File: src/rtl/irqc_pkg.sv
package irqc_pkg;
  localparam int DEF_NUM_IO  = 8;
  localparam int DEF_NUM_FLT = 3;
  localparam int DEF_ADDR_W  = 16;

  // Strobes from control to datapath
  typedef struct packed {
    logic ackTake;  // qualified acknowledge entering the chain
    logic ieOn;     // global enable for I/O sources
  } irqStrb_t;
endpackage

File: src/rtl/irqc_sync.sv
module irqc_sync #(
  parameter int W = 8
) (
  input  logic         clk,
  input  logic         rstN,
  input  logic [W-1:0] d,
  output logic [W-1:0] q
);
  logic [W-1:0] meta;

  always_ff @(posedge clk or negedge rstN) begin
    if (!rstN) begin
      meta <= '0;
      q    <= '0;
    end else begin
      meta <= d;
      q    <= meta;
    end
  end
endmodule

File: src/rtl/irqc_control.sv
module irqc_control import irqc_pkg::*; (
  input  logic     clk,
  input  logic     rstN,
  input  logic     instrEnd,
  input  logic     inta,
  input  logic     ieSet,
  input  logic     anyElig,
  input  logic     granted,
  output logic     intr,
  output irqStrb_t strb
);
  logic intrQ;
  logic ieQ;

  always_ff @(posedge clk or negedge rstN) begin
    if (!rstN) begin
      intrQ <= 1'b0;
    end else if (intrQ) begin
      intrQ <= !inta;
    end else begin
      intrQ <= instrEnd && anyElig;
    end
  end

  always_ff @(posedge clk or negedge rstN) begin
    if (!rstN) begin
      ieQ <= 1'b0;
    end else if (granted) begin
      ieQ <= 1'b0;
    end else if (ieSet) begin
      ieQ <= 1'b1;
    end
  end

  assign intr         = intrQ;
  assign strb.ackTake = inta && intrQ;
  assign strb.ieOn    = ieQ;

  p_boundary_rise_r1: assert property (@(posedge clk) disable iff (!rstN)
    $rose(intrQ) |-> $past(instrEnd));

  p_hold_until_ack_r2: assert property (@(posedge clk) disable iff (!rstN)
    intrQ && !inta |=> intrQ);

  p_drop_on_ack_r2: assert property (@(posedge clk) disable iff (!rstN)
    intrQ && inta |=> !intrQ);
endmodule

File: src/rtl/irqc_datapath.sv
module irqc_datapath import irqc_pkg::*; #(
  parameter  int NUM_IO  = DEF_NUM_IO,
  parameter  int NUM_FLT = DEF_NUM_FLT,
  parameter  int ADDR_W  = DEF_ADDR_W,
  localparam int NUM_SRC = NUM_IO + NUM_FLT,
  localparam int CODE_W  = $clog2(NUM_SRC)
) (
  input  logic              clk,
  input  logic              rstN,
  input  logic [NUM_IO-1:0]  ioReqA,
  input  logic [NUM_FLT-1:0] fltReqA,
  input  logic [NUM_IO-1:0]  ioMask,
  input  irqStrb_t           strb,
  input  logic               cfgWe,
  input  logic [CODE_W-1:0]  cfgAddr,
  input  logic [ADDR_W-1:0]  cfgData,
  output logic               anyElig,
  output logic               granted,
  output logic [CODE_W-1:0]  intCode,
  output logic               codeValid,
  output logic [ADDR_W-1:0]  vecAddr,
  output logic               vecValid
);
  localparam logic [CODE_W-1:0] SRC_LAST = CODE_W'(NUM_SRC - 1);
  localparam logic [CODE_W-1:0] FLT_BASE = CODE_W'(NUM_IO);

  logic [NUM_IO-1:0]  ioSync, ioPend;
  logic [NUM_FLT-1:0] fltSync, fltPend;
  logic [NUM_SRC-1:0] elig, grant, ackRip;
  logic [CODE_W-1:0]  codeNext, intCodeQ;
  logic               codeValidQ, vecValidQ;
  logic [ADDR_W-1:0]  vecAddrQ;
  logic [ADDR_W-1:0]  vecTbl [NUM_SRC];

  irqc_sync #(.W(NUM_IO))  u_ioSync  (.clk(clk), .rstN(rstN), .d(ioReqA),  .q(ioSync));
  irqc_sync #(.W(NUM_FLT)) u_fltSync (.clk(clk), .rstN(rstN), .d(fltReqA), .q(fltSync));

  // Pending bits: set by request, cleared by own grant
  always_ff @(posedge clk or negedge rstN) begin
    if (!rstN) begin
      ioPend  <= '0;
      fltPend <= '0;
    end else begin
      ioPend  <= (ioPend  | ioSync)  & ~grant[NUM_SRC-1:NUM_FLT];
      fltPend <= (fltPend | fltSync) & ~grant[NUM_FLT-1:0];
    end
  end

  // Chain order: faults first, then I/O in index order
  assign elig = {ioPend & ~ioMask & {NUM_IO{strb.ieOn}}, fltPend};

  assign ackRip[0] = strb.ackTake;
  for (genvar k = 0; k < NUM_SRC; k++) begin : g_chain
    assign grant[k] = ackRip[k] && elig[k];
    if (k < NUM_SRC - 1) begin : g_pass
      assign ackRip[k+1] = ackRip[k] && !elig[k];
    end
  end

  function automatic logic [CODE_W-1:0] srcCode(input int k);
    if (k < NUM_FLT) return CODE_W'(NUM_IO + k);
    return CODE_W'(k - NUM_FLT);
  endfunction

  always_comb begin
    codeNext = '0;
    for (int k = 0; k < NUM_SRC; k++) begin
      if (grant[k]) codeNext = codeNext | srcCode(k);
    end
  end

  assign granted = |grant;
  assign anyElig = |elig;

  always_ff @(posedge clk or negedge rstN) begin
    if (!rstN) begin
      codeValidQ <= 1'b0;
      intCodeQ   <= '0;
    end else begin
      codeValidQ <= granted;
      if (granted) intCodeQ <= codeNext;
    end
  end

  // Vector table, written through the configuration port
  always_ff @(posedge clk or negedge rstN) begin
    if (!rstN) begin
      for (int i = 0; i < NUM_SRC; i++) vecTbl[i] <= '0;
    end else if (cfgWe && cfgAddr <= SRC_LAST) begin
      vecTbl[cfgAddr] <= cfgData;
    end
  end

  always_ff @(posedge clk or negedge rstN) begin
    if (!rstN) begin
      vecValidQ <= 1'b0;
      vecAddrQ  <= '0;
    end else begin
      vecValidQ <= codeValidQ;
      if (codeValidQ) vecAddrQ <= vecTbl[intCodeQ];
    end
  end

  assign intCode   = intCodeQ;
  assign codeValid = codeValidQ;
  assign vecAddr   = vecAddrQ;
  assign vecValid  = vecValidQ;

  p_single_winner_r4: assert property (@(posedge clk) disable iff (!rstN)
    $onehot0(grant));

  p_fault_first_r4: assert property (@(posedge clk) disable iff (!rstN)
    codeValidQ && $past(fltPend != '0) |-> intCodeQ >= FLT_BASE);

  p_code_range_r5: assert property (@(posedge clk) disable iff (!rstN)
    codeValidQ |-> intCodeQ <= SRC_LAST);

  p_code_needs_ack_r3: assert property (@(posedge clk) disable iff (!rstN)
    codeValidQ |-> $past(strb.ackTake));

  p_vec_follows_r6: assert property (@(posedge clk) disable iff (!rstN)
    vecValidQ |-> $past(codeValidQ));

  p_ie_cleared_r8: assert property (@(posedge clk) disable iff (!rstN)
    codeValidQ |-> !strb.ieOn);

  for (genvar k = 0; k < NUM_IO; k++) begin : g_chk
    p_masked_held_r7: assert property (@(posedge clk) disable iff (!rstN)
      ioMask[k] |-> !grant[NUM_FLT + k]);
    p_pend_clear_r9: assert property (@(posedge clk) disable iff (!rstN)
      grant[NUM_FLT + k] |=> !ioPend[k]);
  end
endmodule

File: src/rtl/vint_chain_ctrl.sv
module vint_chain_ctrl import irqc_pkg::*; #(
  parameter  int NUM_IO  = DEF_NUM_IO,
  parameter  int NUM_FLT = DEF_NUM_FLT,
  parameter  int ADDR_W  = DEF_ADDR_W,
  localparam int NUM_SRC = NUM_IO + NUM_FLT,
  localparam int CODE_W  = $clog2(NUM_SRC)
) (
  input  logic               clk,
  input  logic               rstN,
  input  logic [NUM_IO-1:0]  ioReq,
  input  logic [NUM_FLT-1:0] fltReq,
  input  logic [NUM_IO-1:0]  ioMask,
  input  logic               instrEnd,
  input  logic               ieSet,
  input  logic               inta,
  input  logic               cfgWe,
  input  logic [CODE_W-1:0]  cfgAddr,
  input  logic [ADDR_W-1:0]  cfgData,
  output logic               intr,
  output logic [CODE_W-1:0]  intCode,
  output logic               codeValid,
  output logic [ADDR_W-1:0]  vecAddr,
  output logic               vecValid
);
  irqStrb_t strb;
  logic     anyElig;
  logic     granted;

  irqc_control u_ctrl (
    .clk(clk), .rstN(rstN), .instrEnd(instrEnd), .inta(inta), .ieSet(ieSet),
    .anyElig(anyElig), .granted(granted), .intr(intr), .strb(strb)
  );

  irqc_datapath #(.NUM_IO(NUM_IO), .NUM_FLT(NUM_FLT), .ADDR_W(ADDR_W)) u_dp (
    .clk(clk), .rstN(rstN), .ioReqA(ioReq), .fltReqA(fltReq), .ioMask(ioMask),
    .strb(strb), .cfgWe(cfgWe), .cfgAddr(cfgAddr), .cfgData(cfgData),
    .anyElig(anyElig), .granted(granted), .intCode(intCode),
    .codeValid(codeValid), .vecAddr(vecAddr), .vecValid(vecValid)
  );

  p_stray_ack_r10: assert property (@(posedge clk) disable iff (!rstN)
    !intr && inta |=> !codeValid);
endmodule

File: config.mk
export PLATFORM = sky130hd
export DESIGN_NAME = vint_chain_ctrl
export DESIGN_NICKNAME = d
export VERILOG_FILES = /design/src/rtl/irqc_pkg.sv /design/src/rtl/irqc_sync.sv /design/src/rtl/irqc_control.sv /design/src/rtl/irqc_datapath.sv /design/src/rtl/vint_chain_ctrl.sv
export SDC_FILE = /design/constraint.sdc
export NUM_CORES = 1
export LEC_CHECK = 0
export BUFFER_PORTS_ARGS = -buffer_cell sky130_fd_sc_hd__buf_4
export CORE_MARGIN = 3
export CORE_UTILIZATION = 45
export DETAILED_ROUTE_END_ITERATION = 10
export GPL_ROUTABILITY_DRIVEN = 1
export HOLD_SLACK_MARGIN = 0.02
export PLACE_DENSITY = 0.59
export SKIP_CTS_REPAIR_TIMING = 1
export SLEW_MARGIN = 10
export SYNTH_ARGS = -nofsm -noshare
export SYNTH_HDL_FRONTEND = slang
export SYNTH_HIERARCHICAL = 1
export SYNTH_SLANG_ARGS = --single-unit
File: constraint.sdc
create_clock -name clk -period 2.4 [get_ports clk]
set_clock_uncertainty 0.05 [all_clocks]
set_input_delay 0.48 -clock clk [delete_from_list [all_inputs] [get_ports clk]]
set_output_delay 0.48 -clock clk [all_outputs]
set_load 0.01 [all_outputs]
==> results.sh <==
export IMPL_finalSetupViolations=0
export IMPL_ir_drop_uv=493.4
export IMPL_grt_antenna_before_repair=0
export IMPL_grt_pass1_vias=6572
export IMPL_combPwrFrac=0.209
export IMPL_drive_gt1_frac=0.4574
export IMPL_finalCoreUtilization=0.5496
export IMPL_p_switching_mw=2.983
export IMPL_ys_seq_area_frac=0.5732
export IMPL_pwr_share_clk=0.340
export IMPL_period_share=0.9293
export IMPL_worst_pin_slew_ns=0.6769
export IMPL_relSlewSlack=0.5488
export IMPL_max_freq_mhz=448.4
export IMPL_async_reset_ff_frac=1.000
export IMPL_critPathCaptureType="output pin"
export IMPL_cts_buffers=26
export IMPL_rsz0062_at_grt="false"
export IMPL_avgRoutedWirePerCell_um=21.49
export IMPL_die_area_sq_um=24450
export IMPL_path_clk_slew_ns=0.06
export IMPL_drc=0
export IMPL_rr_worst_depth=6
export IMPL_slew_violations=0
export IMPL_setup_tns_final_ns=0
export IMPL_cts_sinks=233
export IMPL_grt_pass1_wl_mm=37.27
export IMPL_arrival_ns=1.70
export IMPL_timing_hold_ws_ns=0.08979
export IMPL_syn_inst=711
export IMPL_grt_max_degree=72
export IMPL_avgSynthCellArea_sq_um=14.31
export IMPL_finalHoldViolCount=0
export IMPL_crit_slowest_cell="dfrtp_2"
export IMPL_ys_seq_elements=233
export IMPL_syn_num_nets=756
export IMPL_grt_overflow_total=0
export IMPL_drv_cap=0
export IMPL_ant_nets=0
export IMPL_worstPathRequired_ns=1.87
export IMPL_dr_first_iter_drc_count=311
export IMPL_outcome="complete, no violations"
export IMPL_nNetsFinal=836
export IMPL_port_buffers=67
export IMPL_hold_path_class="primary input to flop"
export IMPL_drtPass1Iterations=4
export IMPL_routed_wl_mm=23.40
export IMPL_fp_coreArea_sq_um=22030
export IMPL_synth_edff_count=0
export IMPL_rows=54
export IMPL_ys_types=50
export IMPL_h_tree_depth=1
export IMPL_pwr_density_cell_nw_per_um2=967.9
export IMPL_path_cells="buf_12, buf_4"
export IMPL_path_class="flop to output pin"
export IMPL_fin_total_pwr_mw=11.72
export IMPL_clockBufferDepth=3
export IMPL_vias=6078
export IMPL_ios=68
export IMPL_worstSkewPairLatency_ns=0.52
export IMPL_cp_start_kind="flop"
export IMPL_hpwlAfterDp_mm=14.32
export IMPL_cts_root_buffer="clkbuf_16"
export IMPL_die_x_um=156.4
export IMPL_cp_slowest_stage_delay_ns=0.80
export IMPL_track_usage=0.1969
export IMPL_internal_power_mw=8.734
export IMPL_via_per_inst=5.581
export IMPL_yosysWarningCount=6
export IMPL_p_sw_frac=0.2546
export IMPL_cts_tree="built"
export IMPL_initial_utilization=0.4618
export IMPL_routabilityCongestion=0.8004
export IMPL_synth_area_sq_um=10170
export IMPL_critPathMaxFanout=23
export IMPL_synth_flop_cell="dfrtp_1"
export IMPL_chipHeight_um=156.4
export IMPL_area_growth_pct=19.00
export IMPL_total_leakage_power_nw=5.223
export IMPL_period_minus_slack_ns=2.230
export IMPL_diodes=0
export IMPL_power_frac_seq=0.451
export IMPL_hold_depth=2
-- power by group through the flow --
stage | Sequential [mW] | Clock [mW] | Combinational [mW]
2_1_floorplan | 5.20 | 0 | 1.68
3_3_place_gp | 5.27 | 0 | 2.39
3_5_place_dp | 5.34 | 0 | 2.46
4_1_cts | 5.28 | 4.11 | 2.46
5_1_grt | 5.38 | 4.29 | 2.69
6_report | 5.28 | 3.99 | 2.45
-- cells in the final DEF (no fill, tap or decap), types with 3 or more instances in the layout --
master,count
a31oi_1,16
o21ai_0,17
mux4_2,32
buf_12,10
clkbuf_16,27
nand2_1,11
nand3_1,4
clkbuf_1,4
dfrtp_1,231
clkinv_2,5
dlygate4sd3_1,12
nor2b_1,17
a21oi_1,34
mux2i_1,3
buf_4,81
nor2_1,36
clkbuf_8,8
nand2b_1,21
inv_1,4
mux2_2,184
mux2_1,8
-- critical path: cells and delay by family (launching register included) --
kind / cells / cell delay [ns]
buffers and inverters: 2 / 0.36
DFF: 1 / 0.80
-- sequential cells by signal, indices dropped and copies added, names as in the netlist --
signal / count
u_dp/codeValid: 1
u_dp/fltPend: 3
u_dp/vecTbl: 176
u_dp/vecValid: 1
u_ctrl/intr: 1
u_dp/ioPend: 8
u_dp/u_ioSync/q: 8
u_dp/u_ioSync/meta: 8
u_dp/u_fltSync/meta: 3
u_dp/u_fltSync/q: 3
u_dp/intCode: 4
u_ctrl/ieQ: 1
u_dp/vecAddr: 16
-- final cells by class --
type,count,area (sq um)
flip-flops and latches,233,5833
fillers,1793,9921
multi-input cells,422,4078
clock inverters,7,85.08
well taps,280,350.3
clock buffers,39,800.8
repair buffers,104,943.4
inverters,4,15.01
-- cell families after synthesis --
| kind of cell | Yosys count | share of synthesized area |
|---|---|---|
| simple gates | 115 | 0.06765 |
| compound gates | 80 | 0.04686 |
| flops | 233 | 0.5732 |
| mux | 227 | 0.2863 |
| buf+inv | 56 | 0.02595 |
-- layer usage --
| metal | track usage | wire [um] | vias to the layer above |
|---|---|---|---|
| li1 | - | - | 2726 |
| met1 | 0.2801 | 10550 | 3192 |
| met2 | 0.3229 | 11330 | 130 |
| met3 | 0.03180 | 1099 | 30 |
| met4 | 0.04252 | 426 | 0 |
| met5 | 0 | 0 | - |
-- worst paths after layout --
path / endpoint / slack [ns] / startpoint
worst min-delay path: u_ctrl/intr / 0.09 / inta
worst max-delay path: intCode[3] / 0.17 / u_dp/intCode[3]
min in group asynchronous: u_dp/vecTbl[167] / 0.48 / rstN
worst min register to register: u_dp/u_ioSync/q[0] / 0.30 / u_dp/u_ioSync/meta[0]
max in group asynchronous: u_dp/vecTbl[34] / 1.13 / rstN
worst max register to register: u_dp/intCode[1] / 0.31 / u_ctrl/intr
-- Yosys cell counts, types with 2 or more instances --
| library cell | count | share of area |
|---|---|---|
| o21ai_0 | 17 | 0.0084 |
| nor3b_1 | 2 | 0.0015 |
| mux2i_1 | 3 | 0.0030 |
| nor2b_4 | 2 | 0.0027 |
| buf_2 | 21 | 0.010 |
| a31oi_1 | 16 | 0.0098 |
| mux4_2 | 32 | 0.071 |
| nand2_1 | 11 | 0.0041 |
| and2b_2 | 2 | 0.0017 |
| a21boi_2 | 2 | 0.0022 |
| mux2_1 | 8 | 0.0089 |
| nand3_1 | 4 | 0.0020 |
| a41oi_1 | 2 | 0.0017 |
| or2b_1 | 2 | 0.0015 |
| inv_1 | 4 | 0.0015 |
| dfrtp_1 | 233 | 0.57 |
| clkbuf_1 | 27 | 0.010 |
| a21oi_1 | 34 | 0.017 |
| or3_1 | 2 | 0.0012 |
| nand2b_1 | 21 | 0.013 |
| nor3_2 | 2 | 0.0020 |
| nor2_1 | 36 | 0.013 |
| nor2b_1 | 17 | 0.010 |
| a2111o_1 | 2 | 0.0022 |
| mux2_2 | 184 | 0.20 |
-- metrics by stage --
stage / setup slack (ns) / cell area (sq um) / std cells
after floorplan: 0.4564 / 10170 / 711
after global placement: 0.2162 / 11100 / 1031
after detailed placement: 0.1247 / 11100 / 1031
after CTS: 0.1410 / 11990 / 1077
after global routing: 0.08377 / 12110 / 1089
final: 0.1697 / 12110 / 1089
No activity file was read; power rests on OpenSTA's default activity.
